===== src/rtl/irqc_pkg.sv =====
package irqc_pkg;

  typedef enum logic [1:0] {
    PM_LEVEL = 2'b00,
    PM_EDGE  = 2'b01,
    PM_GPI   = 2'b10,
    PM_GPO   = 2'b11
  } pin_mode_e;

  localparam int unsigned REG_AW    = 4;
  localparam int unsigned MASK_BASE = 12;

  typedef enum logic [REG_AW-1:0] {
    RA_ENABLE = 4'd0,
    RA_PEND   = 4'd1,
    RA_STATUS = 4'd2,
    RA_LZC    = 4'd3,
    RA_MODE   = 4'd4,
    RA_GPO    = 4'd5,
    RA_GPI    = 4'd6,
    RA_GSET   = 4'd7,
    RA_GINFO  = 4'd8
  } reg_addr_e;

endpackage


===== src/rtl/irqc_pin_cell.sv =====
module irqc_pin_cell
  import irqc_pkg::*;
(
  input  logic      clk_i,
  input  logic      rst_ni,
  input  logic      pin_i,
  input  pin_mode_e mode_i,
  input  logic      clr_i,
  input  logic      req_i,
  output logic      sync_o,
  output logic      edge_hold_o,
  output logic      pend_o
);

  logic meta_q, sync_q, prev_q;
  logic hold_q, hold_d;
  logic pend_q, pend_d;
  logic rise;

  always_ff @(posedge clk_i or negedge rst_ni) begin
    if (!rst_ni) begin
      meta_q <= 1'b0;
      sync_q <= 1'b0;
      prev_q <= 1'b0;
    end else begin
      meta_q <= pin_i;
      sync_q <= meta_q;
      prev_q <= sync_q;
    end
  end

  assign rise = sync_q & ~prev_q;

  always_comb begin
    hold_d = 1'b0;
    if (mode_i == PM_EDGE) hold_d = rise | (hold_q & ~clr_i);
  end

  always_comb begin
    unique case (mode_i)
      PM_LEVEL: pend_d = sync_q | req_i;
      PM_EDGE:  pend_d = hold_d | req_i;
      default:  pend_d = req_i;
    endcase
  end

  always_ff @(posedge clk_i or negedge rst_ni) begin
    if (!rst_ni) begin
      hold_q <= 1'b0;
      pend_q <= 1'b0;
    end else begin
      hold_q <= hold_d;
      pend_q <= pend_d;
    end
  end

  assign sync_o      = sync_q;
  assign edge_hold_o = hold_q;
  assign pend_o      = pend_q;

endmodule


===== src/rtl/irqc_lzc.sv =====
module irqc_lzc #(
  parameter int unsigned W  = 32,
  localparam int unsigned CW = $clog2(W + 1)
) (
  input  logic [W-1:0]  vec_i,
  output logic [CW-1:0] cnt_o
);

  always_comb begin
    cnt_o = CW'(W);
    for (int i = 0; i < int'(W); i++) begin
      if (vec_i[i]) cnt_o = CW'(int'(W) - 1 - i);
    end
  end

endmodule


===== src/rtl/irqc_grp_resolver.sv =====
module irqc_grp_resolver #(
  parameter int unsigned W  = 32,
  parameter int unsigned NG = 4,
  localparam int unsigned GW = (NG > 1) ? $clog2(NG) : 1
) (
  input  logic [NG-1:0][W-1:0] masks_i,
  input  logic [W-1:0]         status_i,
  output logic [W-1:0]         set_o,
  output logic [GW-1:0]        idx_o,
  output logic                 valid_o
);

  logic [NG-1:0][W-1:0] hit_word;
  logic [NG-1:0]        hit;

  for (genvar g = 0; g < NG; g++) begin : g_grp
    assign hit_word[g] = masks_i[g] & status_i;
    assign hit[g]      = |hit_word[g];
  end

  always_comb begin
    set_o   = '0;
    idx_o   = '0;
    valid_o = 1'b0;
    for (int g = int'(NG) - 1; g >= 0; g--) begin
      if (hit[g]) begin
        set_o   = hit_word[g];
        idx_o   = GW'(g);
        valid_o = 1'b1;
      end
    end
  end

endmodule


===== src/rtl/irqc_top.sv =====
module irqc_top
  import irqc_pkg::*;
#(
  parameter int unsigned NLVL = 32,
  parameter int unsigned NPIN = 8,
  parameter int unsigned NG   = 4,
  localparam int unsigned CW  = $clog2(NLVL + 1),
  localparam int unsigned GW  = (NG > 1) ? $clog2(NG) : 1
) (
  input  logic              clk_i,
  input  logic              rst_ni,
  input  logic              bus_we_i,
  input  logic              bus_re_i,
  input  logic [REG_AW-1:0] bus_addr_i,
  input  logic [NLVL-1:0]   bus_wdata_i,
  output logic [NLVL-1:0]   bus_rdata_o,
  input  logic [NLVL-1:0]   req_i,
  input  logic [NPIN-1:0]   pin_i,
  output logic [NPIN-1:0]   gpio_o,
  output logic [NPIN-1:0]   gpio_oe_o,
  output logic              irq_o
);

  logic [NLVL-1:0]           en_q;
  pin_mode_e                 mode_q [NPIN];
  logic [NPIN-1:0]           gpo_q;
  logic [NG-1:0][NLVL-1:0]   mask_q;
  logic [NLVL-1:0]           pend;
  logic [NLVL-1:0]           status;
  logic [NPIN-1:0]           pin_sync;
  logic [NPIN-1:0]           edge_hold;
  logic [NPIN-1:0]           pin_clr;
  logic [2*NPIN-1:0]         mode_flat;
  logic [CW-1:0]             lzc;
  logic [NLVL-1:0]           grp_set;
  logic [GW-1:0]             grp_idx;
  logic                      grp_valid;
  logic [NLVL-1:0]           rdata_q;
  logic                      wr_pend;

  assign wr_pend = bus_we_i && (bus_addr_i == RA_PEND);

  // pending word: pin-backed levels first, on-chip only levels after
  for (genvar l = 0; l < NLVL; l++) begin : g_lvl
    localparam int unsigned B = NLVL - 1 - l;
    if (l < NPIN) begin : g_pin
      assign pin_clr[l] = wr_pend & bus_wdata_i[B];
      irqc_pin_cell u_cell (
        .clk_i       (clk_i),
        .rst_ni      (rst_ni),
        .pin_i       (pin_i[l]),
        .mode_i      (mode_q[l]),
        .clr_i       (pin_clr[l]),
        .req_i       (req_i[B]),
        .sync_o      (pin_sync[l]),
        .edge_hold_o (edge_hold[l]),
        .pend_o      (pend[B])
      );
    end else begin : g_req
      always_ff @(posedge clk_i or negedge rst_ni) begin
        if (!rst_ni) pend[B] <= 1'b0;
        else         pend[B] <= req_i[B];
      end
    end
  end

  assign status = pend & en_q;
  assign irq_o  = |status;

  irqc_lzc #(.W(NLVL)) u_lzc (
    .vec_i (status),
    .cnt_o (lzc)
  );

  irqc_grp_resolver #(.W(NLVL), .NG(NG)) u_grp (
    .masks_i  (mask_q),
    .status_i (status),
    .set_o    (grp_set),
    .idx_o    (grp_idx),
    .valid_o  (grp_valid)
  );

  // configuration registers
  always_ff @(posedge clk_i or negedge rst_ni) begin
    if (!rst_ni) begin
      en_q   <= '0;
      gpo_q  <= '0;
      mask_q <= '0;
      for (int p = 0; p < int'(NPIN); p++) mode_q[p] <= PM_LEVEL;
    end else if (bus_we_i) begin
      if (bus_addr_i == RA_ENABLE) en_q <= bus_wdata_i;
      if (bus_addr_i == RA_GPO)    gpo_q <= bus_wdata_i[NPIN-1:0];
      if (bus_addr_i == RA_MODE) begin
        for (int p = 0; p < int'(NPIN); p++)
          mode_q[p] <= pin_mode_e'(bus_wdata_i[2*p +: 2]);
      end
      for (int g = 0; g < int'(NG); g++) begin
        if (bus_addr_i == REG_AW'(MASK_BASE + g)) mask_q[g] <= bus_wdata_i;
      end
    end
  end

  always_comb begin
    for (int p = 0; p < int'(NPIN); p++) mode_flat[2*p +: 2] = mode_q[p];
  end

  for (genvar p = 0; p < NPIN; p++) begin : g_gpio
    assign gpio_oe_o[p] = (mode_q[p] == PM_GPO);
    assign gpio_o[p]    = gpo_q[p] & gpio_oe_o[p];
  end

  // registered read port
  always_ff @(posedge clk_i or negedge rst_ni) begin
    if (!rst_ni) begin
      rdata_q <= '0;
    end else if (bus_re_i) begin
      rdata_q <= '0;
      case (bus_addr_i)
        RA_ENABLE: rdata_q <= en_q;
        RA_PEND:   rdata_q <= pend;
        RA_STATUS: rdata_q <= status;
        RA_LZC:    rdata_q <= NLVL'(lzc);
        RA_MODE:   rdata_q <= NLVL'(mode_flat);
        RA_GPO:    rdata_q <= NLVL'(gpo_q);
        RA_GPI:    rdata_q <= NLVL'(pin_sync);
        RA_GSET:   rdata_q <= grp_set;
        RA_GINFO:  rdata_q <= {grp_valid, {(NLVL-1-GW){1'b0}}, grp_idx};
        default: begin
          for (int g = 0; g < int'(NG); g++) begin
            if (bus_addr_i == REG_AW'(MASK_BASE + g)) rdata_q <= mask_q[g];
          end
        end
      endcase
    end
  end

  assign bus_rdata_o = rdata_q;

endmodule


===== config.mk =====
export PLATFORM = sky130hd
export DESIGN_NAME = irqc_top
export DESIGN_NICKNAME = d
export VERILOG_FILES = /design/src/rtl/irqc_pkg.sv /design/src/rtl/irqc_pin_cell.sv /design/src/rtl/irqc_lzc.sv /design/src/rtl/irqc_grp_resolver.sv /design/src/rtl/irqc_top.sv
export SDC_FILE = /design/constraint.sdc
export NUM_CORES = 1
export LEC_CHECK = 0
export BUFFER_PORTS_ARGS = -buffer_cell sky130_fd_sc_hd__buf_4
export CAP_MARGIN = 20
export CORE_MARGIN = 5
export CORE_UTILIZATION = 45
export CTS_CLUSTER_SIZE = 30
export DETAILED_ROUTE_END_ITERATION = 6
export MAX_ROUTING_LAYER = met4
export SLEW_MARGIN = 20
export SYNTH_ARGS = -nofsm -noshare
export SYNTH_HDL_FRONTEND = slang
export SYNTH_SLANG_ARGS = --single-unit

===== constraint.sdc =====
create_clock -name clk_i -period 3.3 [get_ports clk_i]
set_input_delay 0.66 -clock clk_i [delete_from_list [all_inputs] [get_ports clk_i]]
set_output_delay 0.66 -clock clk_i [all_outputs]
set_load 0.005 [all_outputs]

# Yosys cells after proc, flatten, opt, wreduce, memory -nomap -nowiden
# Index checks and enable logic that the tools add are counted.
# totals
inputBits,80
ff_bits,280
out_inout_bits,49
word_cells,271
# op_classes
reduce_logical,22
n_eq_ne,28
muxes,65
n_bitwise,77
# op_table
op,count
case mux 32 bit (9 select lines),1
2-to-1 mux 32 bit,8
2-to-1 mux 6 bit,32
AND 32 bit,5
OR reduction 32 bit,5
AND 1 bit,32
OR 1 bit,24
== test 4 bit (second input constant),5
== test 2 x 1 -> 1 bit (second input constant),8
== test 2 bit (second input constant),8
== test 4 x 3 -> 1 bit (second input constant),4
zero test 2 bit,8
inverter 1 bit,16
case mux 1 bit (2 select lines),8
AND reduction 2 bit,7
2-to-1 mux 1 bit,12
== test 4 x 2 -> 1 bit (second input constant),2
2-to-1 mux 2 bit,4
== test 4 x 1 -> 1 bit (second input constant),1
zero test 4 bit,1
logical AND 1 bit,1

# Longest topological paths before layout
# depth
word_depth,34
ltp_mapped,10
depth_no_buf,7

# Modules after synthesis
# Synthesis repeated with hierarchy kept, for this count alone.
# hier_totals
cells_unflattened,1361
area_unflattened_um2,15031.9
# by_module_without_submodules
mod,cells_per_inst,area_each_um2,seq_area_each_um2,instances
irqc_top,935,11393.4,6005.8,1
irqc_grp_resolver,273,1829.3,0.0,1
irqc_pin_cell,11,180.2,125.1,8
irqc_lzc,65,367.9,0.0,1

# Worst setup path after synthesis
# Ideal clock, no wire load.
# synth_timing
kind,input to register
start,in bus_addr_i[3]
end,reg mask_q[66] (netlist name)
setup_slack_ps,802
path_buffers,2
t_required_ps,3175
setup_time_ps,125
cell_stages,7
t_arrival_ps,2373
cell_sequence,buf_2 -> inv_2 -> nor2_1 -> nand2_1 -> nor3_1 -> clkbuf_1 -> mux2_2
# synth_between
elab_chain_len,2
# synth_lines
item,line_no,source
start: declaration,irqc_top.sv:14,"input logic [REG_AW-1:0] bus_addr_i,"
== test 4 bit,irqc_top.sv:98,if (bus_addr_i == REG_AW'(MASK_BASE + g)) mask_q[g] <= bus_wdata_i;
AND reduction 2 bit (no line),n/a,
end signal: indexed assignment,irqc_top.sv:98,
end: declaration,irqc_top.sv:27,logic [NG-1:0][NLVL-1:0] mask_q;
# No other way between the ends.
# A chain may end at the register's enable or synchronous reset.

# Worst setup path after layout
# layout_timing
start,reg pend[18]
end,out irq_o
# layout_between
elab_chain_len,2
# layout_lines
item,line_no,source
start: declaration,irqc_top.sv:28,logic [NLVL-1:0] pend;
start signal: indexed assignment,irqc_top.sv:62,else pend[B] <= req_i[B];
AND 32 bit,irqc_top.sv:67,assign status = pend & en_q;
OR reduction 32 bit,irqc_top.sv:68,assign irq_o = |status;
end: declaration,irqc_top.sv:21,output logic irq_o
# No other way between the ends.

==> results.py <==
metrics = {
    "synthesis": {
        "yosysWarnings": 0,
        "yosysUniqueCellTypes": 69,
        "avgSynthCellArea_um2": 10.58,
        "seq_area_frac_synth": 0.4780,
        "ys_top_cells_by_area": "dfrtp_1 (48%), mux2_2 (13%), nand3_1 (4.6%)",
        "post-synth-top-count-cell": "dfrtp_1",
        "synthArstFlopShare": 1.000,
        "synth_top_area_share": 0.4780,
        "synth_top_cell_by_area": "dfrtp_1",
        "yosys_most_used_dff": "dfrtp_1",
        "syn_area_mm2": 0.01466,
        "synth_nets": 1465,
        "synth-seq-cells": 280,
        "syn-instance-count": 1385,
        "synth_commonest_cells": "dfrtp_1 (280), mux2_2 (170), nand3_1 (135)",
        "synth_edf_count": 0,
    },
    "layout": {
        "area_growth_pct": 19.46,
        "drive_above_1_share": 0.3001,
        "nNetsFinal": 1589,
        "fill_cells": 2957,
        "design_area_mm2": 0.01751,
    },
    "routing": {
        "num_vias": 13210,
        "totalWireLength_um": 60650,
        "drc": 2,
        "ant_nets": 0,
        "viasPerCell": 6.680,
        "wl_per_cell_um": 30.66,
        "drtIter0Drc": 1783,
        "dr.pass1.iters": 7,
    },
    "clock_network": {
        "cts_buffers": 31,
        "cts_tree": "yes",
        "clk_path_buf_depth": 3,
        "cts_setup_buffers": 0,
        "hold_buffers": 0,
        "clock_latency_ns": 0.57,
        "clk_pin_slew_ns": 0.06,
        "clkSinkCount": 280,
        "cts_root_buf": "clkbuf_16",
        "h-tree-depth": 1,
    },
    "sta": {
        "post-route-period-util": 0.9895,
        "setup_viol": 0,
        "setup_tns_ns": 0,
        "worst_pin_slew_ns": 1.029,
        "min_period_ns": 3.265,
        "slew_violations": 0,
        "max-slew-margin-rel": 0.3117,
        "max_freq_mhz": 306.2,
        "rsz0062_at_grt": "false",
        "finalHoldViolations": 0,
        "skew_ns": 0.01317,
    },
    "floorplanning": {
        "ioPinCount": 129,
        "core_mm2": 0.03237,
        "die_w_um": 190.5,
        "rows": 66,
        "start_util": 0.4528,
        "die_h_um": 190.5,
        "dieArea_mm2": 0.03628,
    },
    "power_and_ir_drop": {
        "ir_drop_mv": 0.4225,
        "powerDensity_mw_per_mm2": 669.3,
        "p_leak_nw": 7.340,
    },
    "setup_path": {
        "cp-end-kind": "output pin",
        "cp.arrival_ns": 2.61,
        "worstSetupPathType": "reg2out",
        "cp.required_ns": 2.64,
        "ff2ff_setup_slack_ns": 0.43,
        "r2r-start": "g_lvl[0].g_pin.u_cell.pend_o",
        "crit_path_start_kind": "flop",
        "crit_start": "pend[18]",
        "crit_fanout": 7,
    },
    "global_routing": {
        "grt_use_total": 0.3419,
        "grt_max_degree": 96,
        "grt_pass1_vias": 13060,
        "antenna_found_initial": 3,
        "grt-ovfl-total": 0,
        "grt_pass1_wl_um": 89930,
    },
    "outcome": {
        "outcome": "complete, but fails checks",
        "violations": "design-rule violations",
    },
    "hold_path": {
        "hp-class": "in2async",
    },
    "job": {
        "max_cap_violations": 0,
    },
    "placed_design": {
        "port_buffers": 128,
        "finalWeightedCongestion": 1.058,
        "dp_hpwl_um": 44310,
        "placed_area_mm2": 0.01637,
    },
}
stage by stage:
stage          power [mW]  hold WS [ns]  utilization  setup WS [ns]  instances
2_1_floorplan       6.340        0.3312            -         0.8018       1385
3_3_place_gp        7.759        0.3326       0.5056         0.4204       1918
3_5_place_dp        7.809        0.3347       0.5056         0.4189       1918
4_1_cts             11.66        0.1765       0.5405       0.002723       1975
5_1_grt             12.16        0.1835       0.5410       0.002670       1978
6_report            11.72        0.1627       0.5410        0.03459       1978
layout by cell type, fill, tap and decap left out, types with 14 or more instances in the layout:
cell       count
a31oi_1       44
nand4_1       39
mux2i_1       42
a211oi_1      32
nor2b_1       14
and2_1        15
nor2_1        32
dfrtp_1      276
a221oi_1      29
a21oi_1       60
mux2_2       170
nand3_1      135
o21ai_0       62
nand2_1      100
mux2_1        14
clkbuf_16     31
buf_4        191
critical path: stages, from the launching register on:
cell and delay [ns]:
dfrtp_1 0.46, a22oi_1 0.47, and3_1 0.30, nand4_1 0.23, nor2_2 0.26, nand3_1 0.15, buf_4 0.17
routing by layer:
metal / GRT usage / vias up / wire, um
met5: - / - / 0
met4: 0.1028 / 0 / 2267
met3: 0.06042 / 148 / 5919
met2: 0.5048 / 861 / 26900
met1: 0.4862 / 6636 / 25560
li1: - / 5568 / -
registers in the layout, summed over array words and instances (netlist names):
name	count
g_lvl.g_pin.u_cell.edge_hold_o	8
g_lvl.g_pin.u_cell.pend_o	8
mode_flat	16
g_lvl.g_pin.u_cell.sync_o	8
g_lvl.g_pin.u_cell.meta_q	8
pend	24
en_q	32
g_lvl.g_pin.u_cell.prev_q	8
bus_rdata_o	32
gpo_q	8
mask_q	128
worst paths after layout:
kind | end | depth (start not counted)
max | irq_o | 6
min | mask_q[25] | 1
max reg2reg | bus_rdata_o[7] | 7
min reg2reg | g_lvl[5].g_pin.u_cell.sync_o | 0
max in group asynchronous | mask_q[91] | 2
min in group clk_i | pend[15] | 1
final cells by class:
cell class	instances	area, um^2	share of cell area
antenna	3	7.507	0.0004287
clock buffer	44	874.6	0.04994
clock inverter	13	246.5	0.01408
inverter	12	45.04	0.002572
multi-input combinational	987	7224	0.4125
sequential	280	7012	0.4004
tap	442	553.0	0.03158
timing repair buffer	197	1549	0.08845
cell families after synthesis:
family,share of synthesized area
and+or+nand+nor,0.1481
AOI/OAI and AO/OA,0.1587
DFF,0.4780
muxes,0.1808
buffers and inverters,0.03448
what timing repair did:
action	CTS	global route
gates resized for setup	4	3
pin swaps	0	1
endpoints found under the setup margin	1	1
gates cloned	0	0
report_power, final:
group	leakage, nW	switching [mW]	internal [mW]
clock network	0.547	1.45	2.38
logic	3.39	1.63	1.24
registers	3.40	0.956	4.06
Note: power is estimated with default switching activity, not from simulation.
